$ cat src/rtl/xlat_pkg.sv
package xlat_pkg;
   localparam int VA_W  = 32;
   localparam int PA_W  = 36;
   localparam int PPN_W = 24;
   localparam int OFF_W = 12;
   localparam int LVL_W = 10;

   typedef struct packed {
      logic c;
      logic w;
      logic x;
      logic u;
      logic g;
      logic d;
   } pte_flags_t;

   typedef enum logic [1:0] {
      KIND_NONE  = 2'b00,
      KIND_BIG   = 2'b01,
      KIND_PTR   = 2'b10,
      KIND_SMALL = 2'b11
   } pte_kind_t;

   localparam logic [2:0] FLT_NONE  = 3'd0;
   localparam logic [2:0] FLT_TOP   = 3'd1;
   localparam logic [2:0] FLT_LOW   = 3'd2;
   localparam logic [2:0] FLT_WRITE = 3'd3;
   localparam logic [2:0] FLT_EXEC  = 3'd4;
   localparam logic [2:0] FLT_USER  = 3'd5;

   localparam logic [1:0] WSEL_BASE  = 2'd0;
   localparam logic [1:0] WSEL_EN    = 2'd1;
   localparam logic [1:0] WSEL_INVAL = 2'd2;
   localparam logic [1:0] RSEL_BADVA = 2'd0;
   localparam logic [1:0] RSEL_CODE  = 2'd1;
   localparam logic [1:0] RSEL_BASE  = 2'd2;
   localparam logic [1:0] RSEL_EN    = 2'd3;
endpackage

$ cat src/rtl/xlat_tlb_bank.sv
module xlat_tlb_bank
   import xlat_pkg::*;
#(
   parameter int ENTRIES = 8,
   parameter int TAG_W   = 20
) (
   input  logic             clk,
   input  logic             rst_n,
   input  logic [TAG_W-1:0] lk_tag,
   output logic             lk_hit,
   output logic [PPN_W-1:0] lk_ppn,
   output pte_flags_t       lk_flags,
   input  logic             fill_en,
   input  logic [TAG_W-1:0] fill_tag,
   input  logic [PPN_W-1:0] fill_ppn,
   input  pte_flags_t       fill_flags,
   input  logic             flush_en,
   input  logic             inval_en,
   input  logic [TAG_W-1:0] inval_tag
);
   localparam int PTR_W = (ENTRIES > 1) ? $clog2(ENTRIES) : 1;

   if (ENTRIES < 1 || (ENTRIES & (ENTRIES - 1)) != 0) begin : g_bad_depth
      $error("xlat_tlb_bank: ENTRIES must be a power of two");
   end
   if (TAG_W < 1) begin : g_bad_tag
      $error("xlat_tlb_bank: TAG_W must be positive");
   end

   logic [ENTRIES-1:0] hit_vec;
   logic [PPN_W-1:0]   ppn_vec [ENTRIES];
   pte_flags_t         flg_vec [ENTRIES];
   logic [PTR_W-1:0]   rr_q;

   always_ff @(posedge clk or negedge rst_n) begin
      if (!rst_n) begin
         rr_q <= '0;
      end else if (fill_en) begin
         rr_q <= (rr_q == PTR_W'(ENTRIES - 1)) ? '0 : rr_q + 1'b1;
      end
   end

   for (genvar e = 0; e < ENTRIES; e++) begin : g_ent
      logic             v_q;
      logic [TAG_W-1:0] tag_q;
      logic [PPN_W-1:0] ppn_q;
      pte_flags_t       flg_q;
      logic             pick;

      assign pick = fill_en && (rr_q == PTR_W'(e));

      always_ff @(posedge clk or negedge rst_n) begin
         if (!rst_n) begin
            v_q <= 1'b0;
         end else if (pick) begin
            v_q <= 1'b1;
         end else if ((flush_en && !flg_q.g) || (inval_en && tag_q == inval_tag)) begin
            v_q <= 1'b0;
         end
      end

      always_ff @(posedge clk) begin
         if (pick) begin
            tag_q <= fill_tag;
            ppn_q <= fill_ppn;
            flg_q <= fill_flags;
         end
      end

      assign hit_vec[e] = v_q && (tag_q == lk_tag);
      assign ppn_vec[e] = ppn_q;
      assign flg_vec[e] = flg_q;
   end

   always_comb begin
      lk_ppn   = '0;
      lk_flags = '0;
      for (int i = 0; i < ENTRIES; i++) begin
         if (hit_vec[i]) begin
            lk_ppn   = lk_ppn | ppn_vec[i];
            lk_flags = lk_flags | flg_vec[i];
         end
      end
   end

   assign lk_hit = |hit_vec;
endmodule

$ cat src/rtl/xlat_rights.sv
module xlat_rights
   import xlat_pkg::*;
(
   input  logic       may_write,
   input  logic       may_exec,
   input  logic       may_user,
   input  logic       is_write,
   input  logic       is_exec,
   input  logic       is_user,
   output logic [2:0] code
);
   always_comb begin
      code = FLT_NONE;
      if (is_exec && !may_exec)   code = FLT_EXEC;
      if (is_write && !may_write) code = FLT_WRITE;
      if (is_user && !may_user)   code = FLT_USER;
   end
endmodule

$ cat src/rtl/xlat_regs.sv
module xlat_regs
   import xlat_pkg::*;
(
   input  logic             clk,
   input  logic             rst_n,
   input  logic             cfg_we,
   input  logic [1:0]       cfg_wsel,
   input  logic [31:0]      cfg_wdata,
   input  logic [1:0]       cfg_rsel,
   output logic [31:0]      cfg_rdata,
   input  logic             fault_set,
   input  logic [VA_W-1:0]  fault_va,
   input  logic [2:0]       fault_code,
   output logic [PPN_W-1:0] base_q,
   output logic             en_q,
   output logic [VA_W-1:0]  badva_q,
   output logic             flush_pulse,
   output logic             inval_pulse,
   output logic [VA_W-1:0]  inval_va
);
   logic [2:0] code_q;

   always_ff @(posedge clk or negedge rst_n) begin
      if (!rst_n) begin
         base_q  <= '0;
         en_q    <= 1'b0;
         badva_q <= '0;
         code_q  <= FLT_NONE;
      end else begin
         if (cfg_we && cfg_wsel == WSEL_BASE) base_q <= cfg_wdata[PPN_W-1:0];
         if (cfg_we && cfg_wsel == WSEL_EN)   en_q   <= cfg_wdata[0];
         if (fault_set) begin
            badva_q <= fault_va;
            code_q  <= fault_code;
         end
      end
   end

   assign flush_pulse = cfg_we && (cfg_wsel == WSEL_BASE);
   assign inval_pulse = cfg_we && (cfg_wsel == WSEL_INVAL);
   assign inval_va    = cfg_wdata;

   always_comb begin
      unique case (cfg_rsel)
         RSEL_BADVA: cfg_rdata = badva_q;
         RSEL_CODE:  cfg_rdata = {29'd0, code_q};
         RSEL_BASE:  cfg_rdata = {{(32 - PPN_W){1'b0}}, base_q};
         default:    cfg_rdata = {31'd0, en_q};
      endcase
   end
endmodule

$ cat src/rtl/xlat_unit.sv
module xlat_unit
   import xlat_pkg::*;
#(
   parameter int SMALL_ENTRIES = 8,
   parameter int BIG_ENTRIES   = 4
) (
   input  logic             clk,
   input  logic             rst_n,
   input  logic             req_valid,
   input  logic [VA_W-1:0]  req_vaddr,
   input  logic             req_write,
   input  logic             req_exec,
   input  logic             req_user,
   output logic             rsp_valid,
   output logic [PA_W-1:0]  rsp_paddr,
   output logic             rsp_fault,
   output logic             rsp_cacheable,
   output logic             mem_req,
   output logic [PA_W-1:0]  mem_addr,
   input  logic             mem_ack,
   input  logic [31:0]      mem_rdata,
   input  logic             cfg_we,
   input  logic [1:0]       cfg_wsel,
   input  logic [31:0]      cfg_wdata,
   input  logic [1:0]       cfg_rsel,
   output logic [31:0]      cfg_rdata
);
   localparam int SMALL_TAG_W = VA_W - OFF_W;
   localparam int BIG_TAG_W   = LVL_W;
   localparam int BIG_OFF_W   = VA_W - LVL_W;
   localparam int BIG_PFX_W   = PA_W - BIG_OFF_W;

   if (PA_W != PPN_W + OFF_W) begin : g_bad_pa
      $error("xlat_unit: physical width must equal page number plus offset");
   end

   typedef enum logic [1:0] {S_IDLE, S_TOP, S_LOW, S_RESP} walk_state_t;

   walk_state_t      state_q, state_nx;
   logic [PPN_W-1:0] low_base_q;
   logic [PA_W-1:0]  paddr_q;
   logic             fault_q, cach_q;

   logic [PPN_W-1:0] cfg_base;
   logic             cfg_en;
   logic [VA_W-1:0]  cfg_badva;
   logic             flush_pulse, inval_pulse;
   logic [VA_W-1:0]  inval_va;

   logic             big_hit, small_hit;
   logic [PPN_W-1:0] big_ppn, small_ppn;
   pte_flags_t       big_flags, small_flags, hit_flags;
   logic [2:0]       rights_code;

   pte_kind_t        rd_kind;
   pte_flags_t       rd_flags;
   logic [PPN_W-1:0] rd_ppn;

   logic             fill_big, fill_small;
   logic             done_ok, done_fault;
   logic [2:0]       done_code;
   logic [PA_W-1:0]  done_paddr;
   logic             done_cach;

   assign rd_kind  = pte_kind_t'(mem_rdata[31:30]);
   assign rd_flags = mem_rdata[29:24];
   assign rd_ppn   = mem_rdata[PPN_W-1:0];

   xlat_regs u_regs (
      .clk        (clk),
      .rst_n      (rst_n),
      .cfg_we     (cfg_we),
      .cfg_wsel   (cfg_wsel),
      .cfg_wdata  (cfg_wdata),
      .cfg_rsel   (cfg_rsel),
      .cfg_rdata  (cfg_rdata),
      .fault_set  (done_fault),
      .fault_va   (req_vaddr),
      .fault_code (done_code),
      .base_q     (cfg_base),
      .en_q       (cfg_en),
      .badva_q    (cfg_badva),
      .flush_pulse(flush_pulse),
      .inval_pulse(inval_pulse),
      .inval_va   (inval_va)
   );

   xlat_tlb_bank #(.ENTRIES(BIG_ENTRIES), .TAG_W(BIG_TAG_W)) u_big (
      .clk       (clk),
      .rst_n     (rst_n),
      .lk_tag    (req_vaddr[VA_W-1 -: BIG_TAG_W]),
      .lk_hit    (big_hit),
      .lk_ppn    (big_ppn),
      .lk_flags  (big_flags),
      .fill_en   (fill_big),
      .fill_tag  (req_vaddr[VA_W-1 -: BIG_TAG_W]),
      .fill_ppn  (rd_ppn),
      .fill_flags(rd_flags),
      .flush_en  (flush_pulse),
      .inval_en  (inval_pulse),
      .inval_tag (inval_va[VA_W-1 -: BIG_TAG_W])
   );

   xlat_tlb_bank #(.ENTRIES(SMALL_ENTRIES), .TAG_W(SMALL_TAG_W)) u_small (
      .clk       (clk),
      .rst_n     (rst_n),
      .lk_tag    (req_vaddr[VA_W-1 -: SMALL_TAG_W]),
      .lk_hit    (small_hit),
      .lk_ppn    (small_ppn),
      .lk_flags  (small_flags),
      .fill_en   (fill_small),
      .fill_tag  (req_vaddr[VA_W-1 -: SMALL_TAG_W]),
      .fill_ppn  (rd_ppn),
      .fill_flags(rd_flags),
      .flush_en  (flush_pulse),
      .inval_en  (inval_pulse),
      .inval_tag (inval_va[VA_W-1 -: SMALL_TAG_W])
   );

   assign hit_flags = big_hit ? big_flags : small_flags;

   xlat_rights u_rights (
      .may_write(hit_flags.w),
      .may_exec (hit_flags.x),
      .may_user (hit_flags.u),
      .is_write (req_write),
      .is_exec  (req_exec),
      .is_user  (req_user),
      .code     (rights_code)
   );

   always_comb begin
      state_nx   = state_q;
      fill_big   = 1'b0;
      fill_small = 1'b0;
      done_ok    = 1'b0;
      done_fault = 1'b0;
      done_code  = FLT_NONE;
      done_paddr = '0;
      done_cach  = 1'b0;
      unique case (state_q)
         S_IDLE: if (req_valid) begin
            if (!cfg_en) begin
               done_ok    = 1'b1;
               done_paddr = {{(PA_W - VA_W){1'b0}}, req_vaddr};
               state_nx   = S_RESP;
            end else if (big_hit || small_hit) begin
               state_nx = S_RESP;
               if (rights_code != FLT_NONE) begin
                  done_fault = 1'b1;
                  done_code  = rights_code;
               end else begin
                  done_ok    = 1'b1;
                  done_cach  = hit_flags.c;
                  done_paddr = big_hit
                     ? {big_ppn[PPN_W-1 -: BIG_PFX_W], req_vaddr[BIG_OFF_W-1:0]}
                     : {small_ppn, req_vaddr[OFF_W-1:0]};
               end
            end else begin
               state_nx = S_TOP;
            end
         end
         S_TOP: if (mem_ack) begin
            if (rd_kind == KIND_BIG) begin
               fill_big = 1'b1;
               state_nx = S_IDLE;
            end else if (rd_kind == KIND_PTR) begin
               state_nx = S_LOW;
            end else begin
               done_fault = 1'b1;
               done_code  = FLT_TOP;
               state_nx   = S_RESP;
            end
         end
         S_LOW: if (mem_ack) begin
            if (rd_kind == KIND_SMALL) begin
               fill_small = 1'b1;
               state_nx   = S_IDLE;
            end else begin
               done_fault = 1'b1;
               done_code  = FLT_LOW;
               state_nx   = S_RESP;
            end
         end
         default: state_nx = S_IDLE;
      endcase
   end

   always_ff @(posedge clk or negedge rst_n) begin
      if (!rst_n) begin
         state_q    <= S_IDLE;
         low_base_q <= '0;
         paddr_q    <= '0;
         fault_q    <= 1'b0;
         cach_q     <= 1'b0;
      end else begin
         state_q <= state_nx;
         if (state_q == S_TOP && mem_ack) low_base_q <= rd_ppn;
         if (done_ok || done_fault) begin
            paddr_q <= done_paddr;
            fault_q <= done_fault;
            cach_q  <= done_cach;
         end
      end
   end

   assign mem_req  = (state_q == S_TOP) || (state_q == S_LOW);
   assign mem_addr = (state_q == S_LOW)
      ? {low_base_q, req_vaddr[BIG_OFF_W-1 -: LVL_W], 2'b00}
      : {cfg_base, req_vaddr[VA_W-1 -: LVL_W], 2'b00};

   assign rsp_valid     = (state_q == S_RESP);
   assign rsp_paddr     = paddr_q;
   assign rsp_fault     = fault_q;
   assign rsp_cacheable = cach_q;
endmodule

$ cat config.mk
export PLATFORM = sky130hd
export DESIGN_NAME = xlat_unit
export DESIGN_NICKNAME = d
export VERILOG_FILES = /design/src/rtl/xlat_pkg.sv /design/src/rtl/xlat_tlb_bank.sv /design/src/rtl/xlat_rights.sv /design/src/rtl/xlat_regs.sv /design/src/rtl/xlat_unit.sv
export SDC_FILE = /design/constraint.sdc
export NUM_CORES = 1
export LEC_CHECK = 0
export BUFFER_PORTS_ARGS = -buffer_cell sky130_fd_sc_hd__buf_2
export CORE_MARGIN = 2
export CORE_UTILIZATION = 57
export CTS_BUF_LIST = sky130_fd_sc_hd__clkbuf_4
export DETAILED_ROUTE_END_ITERATION = 10
export GPL_TIMING_DRIVEN = 1
export PLACE_DENSITY = 0.76
export SYNTH_ARGS = -nofsm -noshare
export SYNTH_HDL_FRONTEND = slang
export SYNTH_SLANG_ARGS = --single-unit
$ cat constraint.sdc
create_clock -name clk -period 4.1 [get_ports clk]
set_clock_uncertainty 0.15 [all_clocks]
set_input_delay 0.41 -clock clk [delete_from_list [all_inputs] [get_ports clk]]
set_output_delay 0.41 -clock clk [all_outputs]
set_load 0.01 [all_outputs]
==> results of run 1 <==
cell usage after synthesis, types with 3 or more instances:
cell type,n
o21ai_0,34
o32ai_1,8
nand4_1,56
mux2_4,3
and3_1,17
nor2_1,40
buf_2,27
a221oi_1,31
or4_1,14
mux2_2,98
a21o_1,11
buf_4,7
o21bai_1,10
xnor2_1,172
and2_1,15
nand2_1,106
clkbuf_1,55
or2_2,4
nor3_1,23
o22ai_1,4
a222oi_1,3
buf_6,8
a22oi_1,70
a22o_1,67
a31oi_1,16
dfrtp_1,141
and4_1,17
inv_1,23
xor2_1,228
nor2b_1,3
nand3_1,33
mux2i_1,23
edfxtp_1,508
nand3b_1,3
buf_1,14
ha_1,16
nor4_1,63
nand4b_1,3
critical path: cells and delay by family:
family / cells / cell delay (ns)
buffers and inverters: 5 / 2.02
XOR/XNOR: 1 / 0.07
AO/OA/AOI/OAI: 4 / 1.22
AND/OR/NAND/NOR: 4 / 1.05
registers in the layout (all words and copies together) (netlist names), 8 cells and up:
| signal | flops |
|---|---|
| u_small.g_ent.ppn_q | 192 |
| u_small.g_ent.tag_q | 160 |
| rsp_paddr | 36 |
| u_regs.base_q | 24 |
| u_big.g_ent.ppn_q | 56 |
| u_regs.badva_q | 32 |
| low_base_q | 24 |
| u_small.flg_vec | 40 |
| u_big.flg_vec | 20 |
| u_big.g_ent.tag_q | 40 |
| u_small.g_ent.v_q | 8 |
per-stage QoR:
step,hold WS [ns],worst slack [ns]
global placement,0.252,-0.375
finish,0.0834,0.111
global route,0.0381,0.0281
CTS,0.00130,0.0212
floorplan,-0.0356,0.595
detailed placement,0.248,-0.329
layout by cell type, fill, tap and decap left out, types with 92 or more instances in the layout:
master	synthesis	layout
dlygate4sd3_1	0	165
buf_2	27	209
dfrtp_1	141	141
clkbuf_4	0	252
mux2_2	98	98
nand2_1	106	106
buf_4	7	92
xnor2_1	172	172
xor2_1	228	228
edfxtp_1	508	508
cells by family (layout without fill, tap and decap cells):
| family | count (synthesis) | in the layout | share of synthesized area |
|---|---|---|---|
| adder cells (fa/ha/maj) | 16 | 16 | 0.00695 |
| flip-flops | 649 | 649 | 0.652 |
| AND/OR/NAND/NOR | 406 | 406 | 0.0765 |
| multiplexers | 125 | 125 | 0.0487 |
| other | 1 | 8 | 0.000130 |
| AO/OA/AOI/OAI | 267 | 267 | 0.0716 |
| XOR/XNOR | 401 | 401 | 0.122 |
| buffers and inverters | 134 | 806 | 0.0216 |
power by group through the flow:
stage / Clock (mW) / Combinational [mW] / Sequential [mW]
floorplan: 0 / 1.70 / 8.16
finish: 5.68 / 3.13 / 8.17
CTS: 5.70 / 3.03 / 8.13
global placement: 0 / 2.80 / 8.23
global route: 6.07 / 3.29 / 8.21
detailed placement: 0 / 2.89 / 8.26
how the worst min path moves through the flow:
stage	end	slack, ns	cells past startpoint
2_1_floorplan	low_base_q[0]	-0.04	0
3_3_place_gp	u_big.g_ent[3].v_q	0.25	1
3_5_place_dp	u_small.g_ent[6].v_q	0.25	1
4_1_cts	u_small.g_ent[5].ppn_q[7]	0.001	2
5_1_grt	u_small.g_ent[5].ppn_q[7]	0.04	2
6_report	u_small.g_ent[1].ppn_q[5]	0.08	2
layout make-up:
type / count / area share
tap: 672 / 0.0239
sequential: 649 / 0.535
multi-input combinational: 1217 / 0.269
clock inverter: 46 / 0.00766
timing repair buffer: 487 / 0.108
inverter: 23 / 0.00246
antenna: 6 / 0.000428
clock buffer: 250 / 0.0534
repair_timing:
item,in CTS,in global routing
resized for setup,0,4
hold buffers,166,0
endpoints found under the setup margin,0,1
endpoints found under the hold margin,758,0
buffers inserted,0,0
routing by layer:
| layer | share of wire | routed length (µm) | vias up |
|---|---|---|---|
| met4 | 0.049 | 4340 | 0 |
| met1 | 0.38 | 33600 | 10300 |
| li1 | - | - | 8750 |
| met5 | 0 | 0 | - |
| met2 | 0.47 | 41600 | 1443 |
| met3 | 0.11 | 9770 | 289 |
==> results_dict.tcl, run 1 <==
set metrics [dict create \
    outcome "completed" \
    place_inst 2882 \
    yosys.area.top_type "edfxtp_1" \
    power.total_mw 17.0 \
    netlist_area_um2 28800 \
    finalMaxSlewViolations 0 \
    io_buffers 212 \
    root_buffer "clkbuf_4" \
    async_flop_share 0.217 \
    met1_usage 0.446 \
    synth_enable_flop_cells 508 \
    fp-row-count 82 \
    synth_ff_type "edfxtp_1" \
    dieArea_um2 52300 \
    switchingPower_mw 4.93 \
    drt_iter0_drc 2455 \
    grt_max_degree 69 \
    post_drt_wl_per_cell_um 26.7 \
    worstSkewPairLatency_ns 1.06 \
    synth_top_area_frac 0.530 \
    first_global_vias 21200 \
    syn_to_final_growth_pct 21.9 \
    synth.area.top_cells "edfxtp_1, dfrtp_1, xor2_1" \
    drv_cap 0 \
    overflow 0 \
    fin_nets 2668 \
    post-route-period-util 0.973 \
    clock-sinks 649 \
    dr.pass1.iters 6 \
    path_class "input port to flop" \
    hpwl_um 55300 \
    gp_congestion 0.970 \
    timing.rr.start "u_small.g_ent[5].tag_q[2]" \
    antenna_found_initial 3 \
    via_count 20700 \
    coreArea_um2 50000 \
    worstRegToRegCells 11 \
    cp_slowest_cell "dlygate4sd3_1" \
    crit_path_cell_trace "dlygate4sd3_1 -> buf_2 -> buf_4 -> xor2_1 -> nor4_1 -> nand4_1 -> o32ai_1 -> nor4_1 -> nor2_1 -> o21ai_2 -> o31a_2 -> buf_12 -> a31oi_1 -> dlygate4sd3_1" \
    p_int_mw 12.0 \
    ys_ff_latch 649 \
    p_sw_frac 0.291 \
    critPathArrivalTime_ns 4.81 \
    synth.distinct_cells 59 \
    r2r_slack_ns 0.14 \
    layout.cells.non_filler 3350 \
    end_kind "flop" \
    ff_latch_area_um2 18800 \
    setup_viol 0 \
    cp-start-kind "input port" \
    cts_buffers 166 \
    wl_um 89300 \
    worstSetupStartpoint "req_vaddr[30]" \
    route.detailed.drc 0 \
    cp.required_ns 4.92 \
    cts_tree "done" \
    met3_usage 0.0891 \
    io_pins 216 \
    multi_input_area_um2 9460 \
    ys_seq_area_frac 0.652 \
    busiest_layer "met2" \
    start_util 0.576 \
    min_period_ns 3.99 \
    min-delay-start "mem_rdata[5]" \
    p_per_area_nw_per_um2 483 \
    grt_pass1_wl_um 131000 \
    setup_tns_ns 0 \
    drtAntennaViolNets 0 \
    drive_gt1_frac 0.273 \
    combPwrFrac 0.184 \
    p_seq_frac 0.481 \
    slew_headroom 0.417 \
    syn_avg_cell_area_um2 14.4 \
    power_leakage_nw 13.1 \
    ys_warn_count 0 \
    clkPwrFrac 0.334 \
    clk_pin_slew_ns 0.08 \
    slowest_delay_ns 0.59 \
    finalInstanceArea_um2 35100 \
    cp-endpoint "u_regs.code_q[0]" \
    grt_use_total 0.342 \
    hold_class "input port to flop" \
    fin_util 0.703 \
    hold_violations 0 \
    fillers 3416 \
    rsz0062_at_grt "no" \
    vdd_drop_max_mv 0.462 \
    die_w_um 229 \
    synth_cells 1999 \
    worstReg2RegEnd "u_regs.code_q[0]" \
    h-tree-depth 4 \
    vias_per_cell 6.19 \
    fmax_mhz 251 \
    path_max_fanout 39 \
    place_area_um2 31300 \
    clock_path_buffers 3 \
    die_h_um 229 \
    tightest_slew_ns 0.874 \
    grtUsageMet2 0.531 \
]
(Power assumes the default switching activity.)
==> run 2, diff against run 1 <==
--- a/config.mk
+++ b/config.mk
@@ -6,12 +6,12 @@
 export NUM_CORES = 1
 export LEC_CHECK = 0
 export BUFFER_PORTS_ARGS = -buffer_cell sky130_fd_sc_hd__buf_2
-export CORE_MARGIN = 2
 export CORE_UTILIZATION = 57
 export CTS_BUF_LIST = sky130_fd_sc_hd__clkbuf_4
 export DETAILED_ROUTE_END_ITERATION = 10
 export GPL_TIMING_DRIVEN = 1
 export PLACE_DENSITY = 0.76
+export SLEW_MARGIN = 10
 export SYNTH_ARGS = -nofsm -noshare
 export SYNTH_HDL_FRONTEND = slang
 export SYNTH_SLANG_ARGS = --single-unit
==> results_dict.tcl, run 2 (synthesis gave the netlist of run 1 again) <==
set metrics [dict create \
    outcome "completed" \
    worstSkewPairLatency_ns 1.01 \
    post-route-period-util 0.925 \
    clkPwrFrac 0.329 \
    gp_congestion 0.937 \
    hold_violations 0 \
    hold_class "input port to flop" \
    power.total_mw 16.8 \
    clk_pin_slew_ns 0.06 \
    dieArea_um2 51400 \
    rsz0062_at_grt "no" \
    cp.required_ns 4.80 \
    grt_use_total 0.347 \
    largest_reg_flops 192 \
    final_cell_mix "edfxtp_1, clkbuf_4, xor2_1" \
    vdd_drop_max_mv 0.371 \
    cts_buffers 160 \
    die_w_um 227 \
    end_kind "flop" \
    path_max_fanout 39 \
    combPwrFrac 0.187 \
    die_h_um 227 \
    io_buffers 212 \
    root_buffer "clkbuf_4" \
    route.detailed.drc 0 \
    drt_iter0_drc 2534 \
    setup_viol 0 \
    met3_usage 0.0910 \
    post_drt_wl_per_cell_um 26.4 \
    io_pins 216 \
    coreArea_um2 50000 \
    whs_ns 0.0903 \
    switchingPower_mw 4.77 \
    clock-sinks 649 \
    h-tree-depth 4 \
    critPathArrivalTime_ns 4.49 \
    hpwl_um 54600 \
    grt_max_degree 75 \
    antenna_found_initial 4 \
    clock_path_buffers 3 \
    syn_to_final_growth_pct 21.7 \
    wl_um 88100 \
    p_per_area_nw_per_um2 480 \
    start_util 0.576 \
    tightest_slew_ns 0.870 \
    drv_cap 0 \
    min_period_ns 3.79 \
    grtUsageMet2 0.546 \
    largestRegisters "u_small.g_ent.ppn_q x192, u_small.g_ent.tag_q x160, u_big.g_ent.ppn_q x56" \
    drive_gt1_frac 0.275 \
    p_seq_frac 0.484 \
    first_global_vias 20600 \
    met1_usage 0.458 \
    fp-row-count 82 \
    via_count 20600 \
    drtAntennaViolNets 0 \
    p_int_mw 12.1 \
    dr.pass1.iters 6 \
    cts_tree "done" \
    p_sw_frac 0.283 \
    slew_headroom 0.420 \
    fin_nets 2664 \
    largest-register "u_small.g_ent.ppn_q" \
    vias_per_cell 6.16 \
    cp-start-kind "input port" \
    path_class "input port to flop" \
    overflow 0 \
    finalMaxSlewViolations 0 \
    grt_pass1_wl_um 127000 \
    cts_setup_buffers 0 \
    power_leakage_nw 13.1 \
    fmax_mhz 264 \
    final_common_cell "edfxtp_1" \
    busiest_layer "met2" \
]
## run 2: worst max-delay path, cell delays in order
cell and delay, ns:
dlygate4sd3_1 0.52, buf_2 0.47, xnor2_1 0.18, nand4_1 0.13, nor4_1 0.07, or4_1 0.59
a2111oi_0 0.51, buf_4 0.19, and2_0 0.13, a41o_1 0.24, o31a_2 0.21, buf_6 0.37
mux2_2 0.39
## run 2: path summary, 6_finish.rpt
check / from / end / slack [ns] / cells past startpoint
worst max-delay path: req_vaddr[28] / u_regs.badva_q[10] / 0.31 / 13
worst min-delay path: cfg_wdata[30] / u_small.g_ent[2].v_q / 0.09 / 5
worst max register to register: u_big.g_ent[1].tag_q[7] / u_regs.badva_q[10] / 0.31 / 11
worst min register to register: u_regs.badva_q[29] / u_regs.badva_q[29] / 0.35 / 1
max in group asynchronous: rst_n / rsp_paddr[20] / 2.85 / 4
min in group asynchronous: rst_n / u_regs.badva_q[23] / 0.46 / 4
## run 2: power groups by stage
stage                     registers, mW  clock network, mW  logic, mW
final                              8.15               5.54       3.15
after global routing               8.20               5.91       3.34
after CTS                          8.13               5.58       3.08
after detailed placement           8.25                  0       2.94
after global placement             8.22                  0       2.84
after floorplan                    8.16                  0       1.70
## run 2: cell type report
type	count	area (µm²)
flip-flops and latches	649	18800
fillers	3348	14900
multi-input cells	1217	9450
repair buffers	489	3780
clock buffers	251	1880
well taps	672	841
clock inverters	38	213
inverters	23	86.3
diodes	5	12.5
## run 2: routing by layer
metal  vias up  wire length [µm]
met5         -                 0
met4         0              3050
met3       235              9280
met2      1387             41800
met1     10300             34000
li1       8743                 -
## run 2: repair_timing
action / CTS / global route
gates resized for setup: 0 / 2
setup endpoints to repair: 0 / 29
hold buffers: 158 / 0
hold endpoints to repair: 745 / 0
## run 2: metrics by stage
stage	instances	setup WS (ns)	instance area [µm²]	setup TNS, ns	utilization
3_3_place_gp	2892	-0.239	31300	-7.68	0.627
5_1_grt	3342	0.0872	35000	0	0.701
3_5_place_dp	2892	-0.291	31300	-12.30	0.627
6_report	3344	0.306	35000	0	0.701
2_1_floorplan	2000	0.595	28800	0	-
4_1_cts	3339	0.198	35000	0	0.701
==> run 3, diff against run 2 <==
--- a/config.mk
+++ b/config.mk
@@ -6,11 +6,11 @@
 export NUM_CORES = 1
 export LEC_CHECK = 0
 export BUFFER_PORTS_ARGS = -buffer_cell sky130_fd_sc_hd__buf_2
-export CORE_UTILIZATION = 57
+export CORE_UTILIZATION = 55
 export CTS_BUF_LIST = sky130_fd_sc_hd__clkbuf_4
 export DETAILED_ROUTE_END_ITERATION = 10
 export GPL_TIMING_DRIVEN = 1
-export PLACE_DENSITY = 0.76
+export PLACE_DENSITY = 0.74
 export SLEW_MARGIN = 10
 export SYNTH_ARGS = -nofsm -noshare
 export SYNTH_HDL_FRONTEND = slang
==> results_dict.tcl, run 3 (synthesis gave the netlist of run 1 again) <==
set metrics [dict create \
    grtUsageMet2 0.529 \
    root_buffer "clkbuf_4" \
    fin_nets 2663 \
    gp_congestion 0.978 \
    drt_iter0_drc 2415 \
    hold_class "input port to flop" \
    dpl_worst_slack_ns -0.0236 \
    min_period_ns 3.94 \
    die_w_um 231 \
    clock-sinks 649 \
    busiest_layer "met2" \
    coreArea_um2 51500 \
    grt_use_total 0.337 \
    clock_path_buffers 3 \
    met3_usage 0.0852 \
    critPathArrivalTime_ns 4.67 \
    place_inst 2896 \
    hold_violations 0 \
    post-route-period-util 0.962 \
    hpwl_um 55100 \
    drtAntennaViolNets 0 \
    h-tree-depth 4 \
    dieArea_um2 53300 \
    cts_resized 0 \
    path_class "input port to flop" \
    fillers 3636 \
    grt_pass1_wl_um 130000 \
    cts_tree "done" \
    first_global_vias 21000 \
    slew_headroom 0.422 \
    layout.cells.non_filler 3360 \
    vias_per_cell 6.13 \
    cts_buffers 164 \
    dr.pass1.iters 5 \
    io_buffers 212 \
    overflow 0 \
    largestRegisters "u_small.g_ent.ppn_q x192, u_small.g_ent.tag_q x160, u_big.g_ent.ppn_q x56" \
    met1_usage 0.447 \
    vdd_drop_max_mv 0.413 \
    fp-row-count 83 \
    antenna_found_initial 3 \
    cp-start-kind "input port" \
    start_util 0.559 \
    io_pins 216 \
    clk_pin_slew_ns 0.07 \
    setup_viol 0 \
    largest_reg_flops 192 \
    path_max_fanout 26 \
    grt_max_degree 66 \
    die_h_um 231 \
    rsz0062_at_grt "no" \
    drive_gt1_frac 0.273 \
    post_drt_wl_per_cell_um 26.4 \
    route.detailed.drc 0 \
    outcome "completed" \
    cts_setup_buffers 0 \
    finalInstanceArea_um2 35100 \
    fmax_mhz 254 \
    largest-register "u_small.g_ent.ppn_q" \
    wl_um 88800 \
    cp.required_ns 4.83 \
    final_common_cell "edfxtp_1" \
    worstSkewPairLatency_ns 1.05 \
    finalMaxSlewViolations 0 \
    final_cell_mix "edfxtp_1, clkbuf_4, xor2_1" \
    via_count 20600 \
    end_kind "flop" \
    setup_tns_ns 0 \
    power_leakage_nw 13.1 \
    place_area_um2 31300 \
    setup_ws_ns 0.157 \
    p_per_area_nw_per_um2 485 \
    drv_cap 0 \
    syn_to_final_growth_pct 21.9 \
    tightest_slew_ns 0.868 \
    fin_util 0.682 \
]
-- run 3: cell count changes in the layout (fill, tap and decap cells not counted), moves of 2 or more --
cell and delta:
clkinv_1 +14, inv_2 -3, clkinvlp_4 +2, inv_6 +3
clkbuf_4 -5, bufinv_16 +2, buf_4 -2
-- run 3: where the power goes --
group	total, mW	internal, mW	switching [mW]
logic	3.08	1.39	1.69
registers	8.17	7.72	0.452
clock network	5.78	3.03	2.75
total	17.0	12.1	4.90
-- run 3: path summary, 6_finish.rpt --
| kind | from | to | slack [ns] | cells after the start |
|---|---|---|---|---|
| setup / recovery | req_vaddr[12] | rsp_paddr[27] | 0.16 | 17 |
| hold / removal | cfg_wdata[26] | u_small.g_ent[0].v_q | 0.07 | 5 |
| max in group asynchronous | rst_n | rsp_paddr[21] | 2.90 | 4 |
| hold reg to reg | rsp_paddr[24] | rsp_paddr[24] | 0.35 | 1 |
| setup reg to reg | u_small.g_ent[6].tag_q[19] | rsp_paddr[30] | 0.33 | 11 |
| min in group asynchronous | rst_n | u_big.g_ent[2].v_q | 0.46 | 4 |
-- run 3: metrics by stage --
stage               power, mW  hold slack [ns]
floorplan                9.86          -0.0356
global placement         11.0            0.329
detailed placement       11.1            0.328
CTS                      17.0          0.00279
global route             17.7           0.0480
finish                   17.0           0.0716
-- run 3: critical path, stage by stage --
cell,delay (ns)
dlygate4sd3_1,0.52
dlygate4sd3_1,0.55
buf_2,0.17
buf_4,0.26
buf_4,0.22
xor2_1,0.25
nor4_1,0.08
buf_4,0.16
nand2_1,0.09
nor2_2,0.04
buf_4,0.25
or4_1,0.55
nor3_1,0.29
nor4_2,0.09
buf_4,0.22
a22o_1,0.23
mux2_2,0.27
-- run 3: layer usage --
metal | up-vias | wire length (µm)
li1 | 8748 | -
met3 | 218 | 8850
met1 | 10300 | 34700
met2 | 1293 | 42000
met5 | - | 0
met4 | 0 | 3170
-- run 3: area by class of cell --
| class | instances | area (µm²) | area share |
|---|---|---|---|
| inverters | 23 | 86.3 | 0.00246 |
| repair buffers | 484 | 3720 | 0.106 |
| clock inverters | 56 | 359 | 0.0102 |
| diodes | 4 | 10.0 | 0.000285 |
| well taps | 680 | 851 | 0.0242 |
| clock buffers | 247 | 1850 | 0.0528 |
| multi-input cells | 1217 | 9450 | 0.269 |
| flip-flops and latches | 649 | 18800 | 0.535 |
-- run 3: repair_timing --
| item | CTS | global route |
|---|---|---|
| hold buffers | 157 | 0 |
| hold endpoints to repair | 754 | 0 |
| setup endpoints to repair | 0 | 0 |
